File: config.mk
export PLATFORM = sky130hd
export DESIGN_NAME = qram_port
export DESIGN_NICKNAME = d
export VERILOG_FILES = /design/src/rtl/qram_pkg.sv /design/src/rtl/qram_addr_reg.sv /design/src/rtl/qram_store.sv /design/src/rtl/qram_cpu_fsm.sv /design/src/rtl/qram_port.sv
export SDC_FILE = /design/constraint.sdc
export NUM_CORES = 1
export LEC_CHECK = 0
export BUFFER_PORTS_ARGS = -buffer_cell sky130_fd_sc_hd__clkbuf_2
export CORE_MARGIN = 2
export CORE_UTILIZATION = 40
export DETAILED_ROUTE_END_ITERATION = 10
export PLACE_DENSITY = 0.65
export SLEW_MARGIN = 30
export SYNTH_ARGS = -nofsm -noshare
export SYNTH_HDL_FRONTEND = slang
export SYNTH_SLANG_ARGS = --single-unit
File: constraint.sdc
create_clock -name clk -period 3.6 [get_ports clk]
set_input_delay 0 -clock clk [delete_from_list [all_inputs] [get_ports clk]]
set_output_delay 0 -clock clk [all_outputs]
set_load 0.005 [all_outputs]
File: src/rtl/qram_pkg.sv
package qram_pkg;

   typedef enum logic [1:0] {
      SEG_TX   = 2'd0,
      SEG_RX   = 2'd1,
      SEG_CMD  = 2'd2,
      SEG_NONE = 2'd3
   } seg_e;

   typedef enum logic [1:0] {
      CPU_IDLE = 2'd0,
      CPU_WAIT = 2'd1,
      CPU_ACK  = 2'd2
   } cpu_st_e;

   // Segment index (address divided by segment depth) to segment kind.
   function automatic seg_e seg_decode(input int unsigned idx);
      case (idx)
         0:       return SEG_TX;
         1:       return SEG_RX;
         2:       return SEG_CMD;
         default: return SEG_NONE;
      endcase
   endfunction

endpackage

File: src/rtl/qram_addr_reg.sv
module qram_addr_reg #(
   parameter int ADDR_W = 6
) (
   input  logic              clk,
   input  logic              rst_n,
   input  logic              load,
   input  logic [ADDR_W-1:0] load_val,
   input  logic              inc,
   output logic [ADDR_W-1:0] addr
);

   always_ff @(posedge clk or negedge rst_n) begin
      if (!rst_n)    addr <= '0;
      else if (load) addr <= load_val;
      else if (inc)  addr <= addr + 1'b1;   // natural wrap at the top
   end

   // each data access moves the pointer by exactly one, modulo the range
   a_r5_ptr_step: assert property (@(posedge clk) disable iff (!rst_n)
      (inc && !load) |=> addr == ADDR_W'($past(addr) + 1'b1));

   // a load takes the written value
   a_r2_ptr_load: assert property (@(posedge clk) disable iff (!rst_n)
      load |=> addr == $past(load_val));

endmodule

File: src/rtl/qram_store.sv
module qram_store
   import qram_pkg::*;
#(
   parameter int ADDR_W    = 6,
   parameter int SEG_DEPTH = 16,
   parameter int DATA_W    = 16,
   parameter int CMD_W     = 8
) (
   input  logic              clk,
   input  logic              rst_n,
   input  logic              en,
   input  logic              we,
   input  logic              ok,
   input  logic [ADDR_W-1:0] addr,
   input  logic [DATA_W-1:0] wdata,
   output logic [DATA_W-1:0] rdata
);

   localparam int SEG_W  = $clog2(SEG_DEPTH);
   localparam int N_SEG  = 3;
   localparam int MAPPED = N_SEG * SEG_DEPTH;

   generate
      if ((1 << SEG_W) != SEG_DEPTH) begin : g_bad_depth
         $error("SEG_DEPTH must be a power of two");
      end
      if (MAPPED > (1 << ADDR_W)) begin : g_bad_addr
         $error("ADDR_W too narrow for three segments");
      end
      if (CMD_W > DATA_W) begin : g_bad_cmd
         $error("CMD_W must not exceed DATA_W");
      end
   endgenerate

   logic [SEG_W-1:0]  off;
   int unsigned       idx;
   logic [DATA_W-1:0] seg_rd [N_SEG];

   assign off = addr[SEG_W-1:0];
   assign idx = int'(addr >> SEG_W);

   for (genvar g = 0; g < N_SEG; g++) begin : g_seg
      localparam int W = (g == int'(SEG_CMD)) ? CMD_W : DATA_W;
      logic [W-1:0] mem [SEG_DEPTH];

      always_ff @(posedge clk) begin
         if (en && we && ok && idx == g) mem[off] <= wdata[W-1:0];
      end

      assign seg_rd[g] = DATA_W'(mem[off]);
   end

   logic [DATA_W-1:0] rd_sel;
   always_comb begin
      rd_sel = '0;
      for (int s = 0; s < N_SEG; s++) begin
         if (idx == s) rd_sel = seg_rd[s];
      end
   end

   always_ff @(posedge clk or negedge rst_n) begin
      if (!rst_n)         rdata <= '0;
      else if (en && !we) rdata <= ok ? rd_sel : '0;
   end

   // reads beyond the three segments always give zero
   a_r1_unmapped_zero: assert property (@(posedge clk) disable iff (!rst_n)
      (en && !we && int'(addr) >= MAPPED) |=> rdata == '0);

endmodule

File: src/rtl/qram_cpu_fsm.sv
module qram_cpu_fsm
   import qram_pkg::*;
#(
   parameter int ADDR_W = 6,
   parameter int DATA_W = 16
) (
   input  logic              clk,
   input  logic              rst_n,
   input  logic              cpu_req,
   input  logic              cpu_sel,
   input  logic              cpu_we,
   input  logic              seq_busy,
   input  logic [ADDR_W-1:0] addr,
   input  logic [DATA_W-1:0] mem_rdata,
   output logic              go,
   output logic              addr_load,
   output logic              ack,
   output logic [DATA_W-1:0] rdata
);

   generate
      if (ADDR_W > DATA_W) begin : g_bad_w
         $error("pointer wider than data path");
      end
   endgenerate

   cpu_st_e st;

   assign go        = (st == CPU_IDLE) && cpu_req && cpu_sel && !seq_busy;
   assign addr_load = (st == CPU_IDLE) && cpu_req && !cpu_sel && cpu_we;
   assign ack       = (st == CPU_ACK);

   always_ff @(posedge clk or negedge rst_n) begin
      if (!rst_n) begin
         st    <= CPU_IDLE;
         rdata <= '0;
      end else begin
         case (st)
            CPU_IDLE: begin
               if (cpu_req && !cpu_sel) begin
                  st <= CPU_ACK;
                  if (!cpu_we) rdata <= DATA_W'(addr);
               end else if (go) begin
                  st <= cpu_we ? CPU_ACK : CPU_WAIT;
               end
            end
            CPU_WAIT: begin
               rdata <= mem_rdata;   // the wait state
               st    <= CPU_ACK;
            end
            default: st <= CPU_IDLE;
         endcase
      end
   end

   // a data read completes only after one wait cycle
   a_r6_read_wait: assert property (@(posedge clk) disable iff (!rst_n)
      (go && !cpu_we) |=> !ack ##1 ack);

   // completion is a single-cycle pulse
   a_r2_ack_pulse: assert property (@(posedge clk) disable iff (!rst_n)
      ack |=> !ack);

   // a blocked data access cannot complete in the next cycle
   a_r10_stall: assert property (@(posedge clk) disable iff (!rst_n)
      (st == CPU_IDLE && cpu_req && cpu_sel && seq_busy) |=> !ack);

endmodule

File: src/rtl/qram_port.sv
module qram_port
   import qram_pkg::*;
#(
   parameter int ADDR_W    = 6,
   parameter int SEG_DEPTH = 16,
   parameter int DATA_W    = 16,
   parameter int CMD_W     = 8
) (
   input  logic              clk,
   input  logic              rst_n,
   input  logic              cpu_req,
   input  logic              cpu_sel,
   input  logic              cpu_we,
   input  logic [DATA_W-1:0] cpu_wdata,
   output logic              cpu_ack,
   output logic [DATA_W-1:0] cpu_rdata,
   input  logic              seq_req,
   input  logic              seq_we,
   input  logic [ADDR_W-1:0] seq_addr,
   input  logic [DATA_W-1:0] seq_wdata,
   output logic [DATA_W-1:0] seq_rdata
);

   localparam int SEG_W = $clog2(SEG_DEPTH);

   logic [ADDR_W-1:0] ptr;
   logic              cpu_go, ptr_load;
   logic              mem_en, mem_we, mem_ok;
   logic [ADDR_W-1:0] mem_addr;
   logic [DATA_W-1:0] mem_wdata, mem_rdata;
   seg_e              seg;

   // Sequencer has the RAM whenever it asks
   assign mem_en    = seq_req || cpu_go;
   assign mem_we    = seq_req ? seq_we    : cpu_we;
   assign mem_addr  = seq_req ? seq_addr  : ptr;
   assign mem_wdata = seq_req ? seq_wdata : cpu_wdata;
   assign seg       = seg_decode(int'(mem_addr >> SEG_W));

   always_comb begin
      if (seq_req)
         mem_ok = mem_we ? (seg == SEG_RX) : (seg == SEG_TX || seg == SEG_CMD);
      else
         mem_ok = mem_we ? (seg == SEG_TX || seg == SEG_CMD) : (seg == SEG_RX);
   end

   qram_addr_reg #(.ADDR_W(ADDR_W)) u_ptr (
      .clk      (clk),
      .rst_n    (rst_n),
      .load     (ptr_load),
      .load_val (cpu_wdata[ADDR_W-1:0]),
      .inc      (cpu_go),
      .addr     (ptr)
   );

   qram_cpu_fsm #(.ADDR_W(ADDR_W), .DATA_W(DATA_W)) u_fsm (
      .clk       (clk),
      .rst_n     (rst_n),
      .cpu_req   (cpu_req),
      .cpu_sel   (cpu_sel),
      .cpu_we    (cpu_we),
      .seq_busy  (seq_req),
      .addr      (ptr),
      .mem_rdata (mem_rdata),
      .go        (cpu_go),
      .addr_load (ptr_load),
      .ack       (cpu_ack),
      .rdata     (cpu_rdata)
   );

   qram_store #(
      .ADDR_W(ADDR_W), .SEG_DEPTH(SEG_DEPTH), .DATA_W(DATA_W), .CMD_W(CMD_W)
   ) u_store (
      .clk   (clk),
      .rst_n (rst_n),
      .en    (mem_en),
      .we    (mem_we),
      .ok    (mem_ok),
      .addr  (mem_addr),
      .wdata (mem_wdata),
      .rdata (mem_rdata)
   );

   assign seq_rdata = mem_rdata;

   // while the sequencer holds the RAM, a processor data access leaves the pointer alone
   a_r10_seq_first: assert property (@(posedge clk) disable iff (!rst_n)
      (seq_req && cpu_sel) |=> $stable(ptr));

endmodule

# After elaboration in Yosys (flattened, before gate mapping)
# Memory sizes are Yosys's and may differ from the RTL's.
# Cells that the tools add are included.
# word_totals
ff_bits,40
mem_count,3
latch_bits,0
input_bits,45
romBits,0
ram_bits,640
# mem_list
memory,depth,width,read_ports,rd_clocked_by_memory_dff,wr,line,source
u_store.g_seg[0].mem,16,16,1,0,1,qram_store.sv:44,logic [W-1:0] mem [SEG_DEPTH];
u_store.g_seg[1].mem,16,16,1,0,1,qram_store.sv:44,
u_store.g_seg[2].mem,16,8,1,0,1,qram_store.sv:44,
# classes
n_addsub,1
mux,26
bitwise_logic,0
n_reduce_logical,23
div_mod_pow,0
eq_ne,9
shift,0
order_cmp,0
n_mul,0
# ops
operator,n
$mux 16,7
$logic_not 32->1,1
$pmux 16 s2,1
$mux 6,3
$logic_and 1x1->1,12
$mux 1,10
$add 6x1->6 const B,1
$eq 2x1->1 const B,3
$eq 2x2->1 const B,3
$mux 2,3
$pmux 2 s3,1
$logic_not 2->1,2
$ne 2x2->1 const B,2
$pmux 2 s2,1
$reduce_bool 2->1,2
$logic_not 1->1,3
$ne 3x3->1 const B,1
$reduce_and 3->1,1
$logic_or 1x1->1,2

# Logic depth before layout (Yosys ltp)
# depth
word_depth,11
depth_mapped,11
ltp_nobuf,6

# Hierarchy
# A second synthesis with hierarchy kept.
# unflattened
hier_cells,1277
area_unflattened_um2,26700.6
# by_module_without_submodules
module,n_inst,cells_per_inst,seq_area_each_um2,area_each_um2
qram_store,1,1154,19618.8,25240.5
qram_cpu_fsm,1,57,450.4,810.8
qram_addr_reg,1,34,150.1,326.6
qram_port,1,32,0.0,322.8

# Worst setup path after synthesis
# Ideal clock, no wire load.
# synth_timing
path_type,register to register
startpoint,register u_fsm.st[1]
endpoint,memory u_store.g_seg[0].mem[11][0] (netlist bit) (enable)
t_arrival_ps,2318
setup_ps,388
path_slack_ps,893
path_stages_with_launch,8
cell_sequence,dfrtp_1 nor3b_1 and3b_1 clkbuf_1 a31oi_1 nor2_1 nand2_1 nor2_1
# synth_via
elab_chain_len,10
# synth_rtl
element,line,source
from (decl),qram_cpu_fsm.sv:27,cpu_st_e st;
from (signal assigned),qram_cpu_fsm.sv:44,st <= cpu_we ? CPU_ACK : CPU_WAIT;
$logic_not 2->1,qram_cpu_fsm.sv:29,assign go = (st == CPU_IDLE) && cpu_req && cpu_sel && !seq_busy;
$logic_and 1x1->1 (3 in series),qram_cpu_fsm.sv:29,
$logic_or 1x1->1,qram_port.sv:34,assign mem_en = seq_req || cpu_go;
$logic_and 1x1->1 (3 in series),qram_store.sv:47,if (en && we && ok && idx == g) mem[off] <= wdata[W-1:0];
$mux 1,qram_store.sv:47,
$mux 1 (not written as such),qram_store.sv:47,
to (decl),qram_store.sv:44,
# Every way passes these cells.

# Worst setup path after layout
# layout_timing
startpoint,register u_fsm.st[0]
endpoint,memory u_store.g_seg[0].mem[3][8] (netlist bit) (enable)
# Same word-level chain as after synthesis.

==> flow_summary.json <==
{
  "status": "complete, no violations",
  "cts_setup_buffers": 0,
  "avgRoutedWirePerCell_um": 25.0,
  "drt_pre_antenna_iters": 5,
  "ys_seq_area_frac": 0.753,
  "endpoint_kind": "flip-flop",
  "setup_viol": 0,
  "cts_buffers": 69,
  "grt_max_degree": 72,
  "crit_family": "simple AND/OR/NAND/NOR gates",
  "drc": 0,
  "syn-num-nets": 1883,
  "avgSynthCellArea_um2": 14.6,
  "rows": 94,
  "pre_cts_slack_ns": 0.586,
  "grt_util_all_layers": 0.208,
  "setup_tns_ns": 0,
  "h-tree-depth": 3,
  "grt_pass1_vias": 16300,
  "cp_data_required_time_ns": 3.87,
  "min_period_ns": 3.03,
  "synthMuxAreaShare": 0.0477,
  "crit_top_cell": "nor2_1",
  "r2r_slack_ns": 0.57,
  "die_w_um": 263,
  "cp-start-kind": "flip-flop",
  "via_per_inst": 5.77,
  "cts_buffer_depth": 3,
  "grt_pass1_wl_um": 108000,
  "start_util": 0.406,
  "clkSinkCount": 680,
  "path_max_fanout": 16,
  "insertion_delay_ns": 0.60,
  "arrival_ns": 3.29,
  "place_hpwl_um": 44700,
  "cts_tree": "done",
  "dieArea_um2": 69200,
  "synth.top_cells.by_area": "edfxtp_1 (72%), nand2_1 (5.2%), dfrtp_1 (3.7%)",
  "netlist_area_um2": 26900,
  "synth_xor_area_frac": 0,
  "finalWirelength_um": 72800,
  "synthSimpleGateAreaFrac": 0.108,
  "stdcell_area_um2": 31000,
  "cts_root_buf": "clkbuf_16",
  "setup_ws_ns": 0.574,
  "gp_congestion": 0.850,
  "ant_nets": 0,
  "drtIter0Drc": 1999,
  "synth_top_family_by_area": "simple AND/OR/NAND/NOR gates",
  "cp_num_buf_inv": 1,
  "slew_headroom": 0.364,
  "synth_compound_area_frac": 0.0695,
  "ir_worst_vdd_v": 0.000349,
  "tightest_slew_ns": 0.946,
  "layout-drive-gt1-share": 0.165,
  "hold_viol_final": 0,
  "synth-edff-count": 640,
  "cap_violations": 0,
  "synth_seq_cells": 680,
  "max_freq_mhz": 330,
  "synth_cell_type_count": 69,
  "hp-class": "input port to flip-flop",
  "p_leak_nw": 10.7,
  "post-route-util": 0.469,
  "vias": 16800,
  "yosysTopAreaCell": "edfxtp_1",
  "die-height_um": 263,
  "synth.top_cell.area_share": 0.716,
  "cts_resized": 0,
  "power_density_nw_per_um2": 598,
  "path_clk_slew_ns": 0.06,
  "synth_fa_ha_area_frac": 0.000466,
  "crit_chain": "nor3b_1, and3b_1, a31oi_1, nor2_1, nand2_1, nor2_1, buf_4",
  "min_period_over_period": 0.841,
  "antenna_found_initial": 3,
  "dpl_cell_area_um2": 28700,
  "ios": 78,
  "fin_skew_ns": 0.0210,
  "syn_to_final_growth_pct": 15.4,
  "nFillCells": 5595,
  "finalNetCount": 2037,
  "coreArea_um2": 66100,
  "async_flop_share": 0.0588,
  "synth_ff_type": "edfxtp_1",
  "synth_warnings": 0,
  "grt_overflow": 0,
  "rsz0062_at_grt": "no",
  "report.final.slew_viol_count": 0,
  "io_buffers": 77,
  "synthCells": 1837,
  "worstSetupPathType": "flip-flop to flip-flop",
  "max_stage_delay_ns": 0.50,
  "crit_slowest_cell": "nor2_1"
}
## power by group
group / switching, mW / internal, mW
logic: 1.90 / 0.885
clock network: 2.88 / 3.88
registers: 0.145 / 8.83
## cell usage after synthesis (all sizes together), types with 2 or more instances
| master | instances |
|---|---|
| nor4 | 14 |
| dfrtp | 40 |
| nor2b | 2 |
| a22oi | 8 |
| nand2b | 3 |
| a221o | 5 |
| a2111o | 6 |
| a21o | 2 |
| inv | 4 |
| nand4 | 11 |
| or3b | 2 |
| a21oi | 63 |
| o21a | 15 |
| o2111ai | 2 |
| mux2 | 18 |
| a32oi | 11 |
| nand3 | 146 |
| o21ai | 40 |
| or4 | 2 |
| a21boi | 2 |
| edfxtp | 640 |
| and4b | 2 |
| mux4 | 17 |
| clkbuf | 30 |
| a22o | 18 |
| a211o | 4 |
| nor3b | 4 |
| nand3b | 4 |
| a31oi | 14 |
| nor4b | 12 |
| o22ai | 65 |
| mux2i | 65 |
| a32o | 3 |
| o211ai | 3 |
| or3 | 2 |
| buf | 82 |
| nor3 | 9 |
| and2 | 4 |
| o31ai | 2 |
| nand2 | 370 |
| nor2 | 70 |
| a221oi | 8 |
## per-layer routing
layer / vias to the layer above / part of all wire / track usage
li1: 7323 / - / -
met3: 141 / 0.094 / 0.0481
met2: 909 / 0.48 / 0.337
met1: 8394 / 0.39 / 0.270
met4: 4 / 0.038 / 0.0880
met5: - / 0.00037 / 0
## layout make-up
class | count | area, µm² | area share
Tap cell | 864 | 1080 | 0.0349
Clock inverter | 29 | 238 | 0.00767
Multi-Input combinational cell | 1041 | 6180 | 0.199
Clock buffer | 93 | 1880 | 0.0606
Antenna cell | 1 | 2.50 | 0.0000807
Inverter | 4 | 15.0 | 0.000484
Sequential cell | 680 | 20200 | 0.652
Timing Repair Buffer | 195 | 1380 | 0.0446
## registers in the layout (all words and copies together), names as in the netlist
signal,cells
u_fsm.st,2
u_fsm.rdata,16
u_store.rdata,16
u_ptr.addr,6
u_store.g_seg.mem,640
## path summary, 6_finish.rpt
check	startpoint	end	cells after the start
max in group asynchronous	rst_n	u_fsm.rdata[3]	3
min in group asynchronous	rst_n	u_store.rdata[10]	3
max reg2reg	u_fsm.st[0]	u_store.g_seg[0].mem[3][8]	7
min	cpu_sel	u_ptr.addr[1]	5
max	u_fsm.st[0]	u_store.g_seg[0].mem[3][8]	7
min reg2reg	u_fsm.rdata[4]	u_fsm.rdata[4]	2
## placed cells by master (no fill, tap or decap), types with 11 or more instances in the layout
master,synthesis,final
nor4_1,14,14
nor2_2,3,16
dfrtp_1,40,40
o22ai_1,65,65
edfxtp_1,640,640
clkbuf_16,0,70
clkinv_1,0,11
o21ai_0,37,37
a31oi_1,14,14
a21oi_1,62,61
nand3_1,146,146
o21a_1,15,15
clkbuf_2,1,77
mux4_2,14,14
a22o_1,18,18
nor4b_1,12,11
nand2_1,370,370
a32oi_1,11,11
mux2i_1,63,63
dlygate4sd3_1,0,15
buf_4,6,97
nand4_1,11,11
clkbuf_1,29,19
nor2_1,67,54
## cells by family (layout without fill, tap and decap cells)
| kind of cell | Yosys count | in the layout |
|---|---|---|
| AND/OR/NAND/NOR | 660 | 660 |
| buffers and inverters | 116 | 321 |
| other | 0 | 1 |
| multiplexers | 100 | 100 |
| flip-flops | 680 | 680 |
| adder cells (fa/ha/maj) | 1 | 1 |
| AO/OA/AOI/OAI | 280 | 280 |
## metrics by stage
stage | total power [mW] | hold WS, ns | std cells
2_1_floorplan | 10.8 | -0.296 | 1837
3_3_place_gp | 11.8 | 0.172 | 2769
3_5_place_dp | 11.9 | 0.177 | 2769
4_1_cts | 18.6 | 0.0270 | 2906
5_1_grt | 19.1 | 0.0931 | 2907
6_report | 18.5 | 0.0721 | 2907
## worst reg2reg max path, cell delays in order, from the launching register on
cell and delay [ns]:
dfrtp_1 0.44, nor3b_1 0.42, and3b_1 0.38, a31oi_1 0.19, nor2_1 0.50, nand2_1 0.29
nor2_1 0.18, buf_4 0.31
## repair_timing
item,in CTS,in global routing
hold endpoints to repair,48,0
hold buffers,15,0
setup endpoints to repair,0,0
Note: power is estimated with default switching activity, not from simulation.
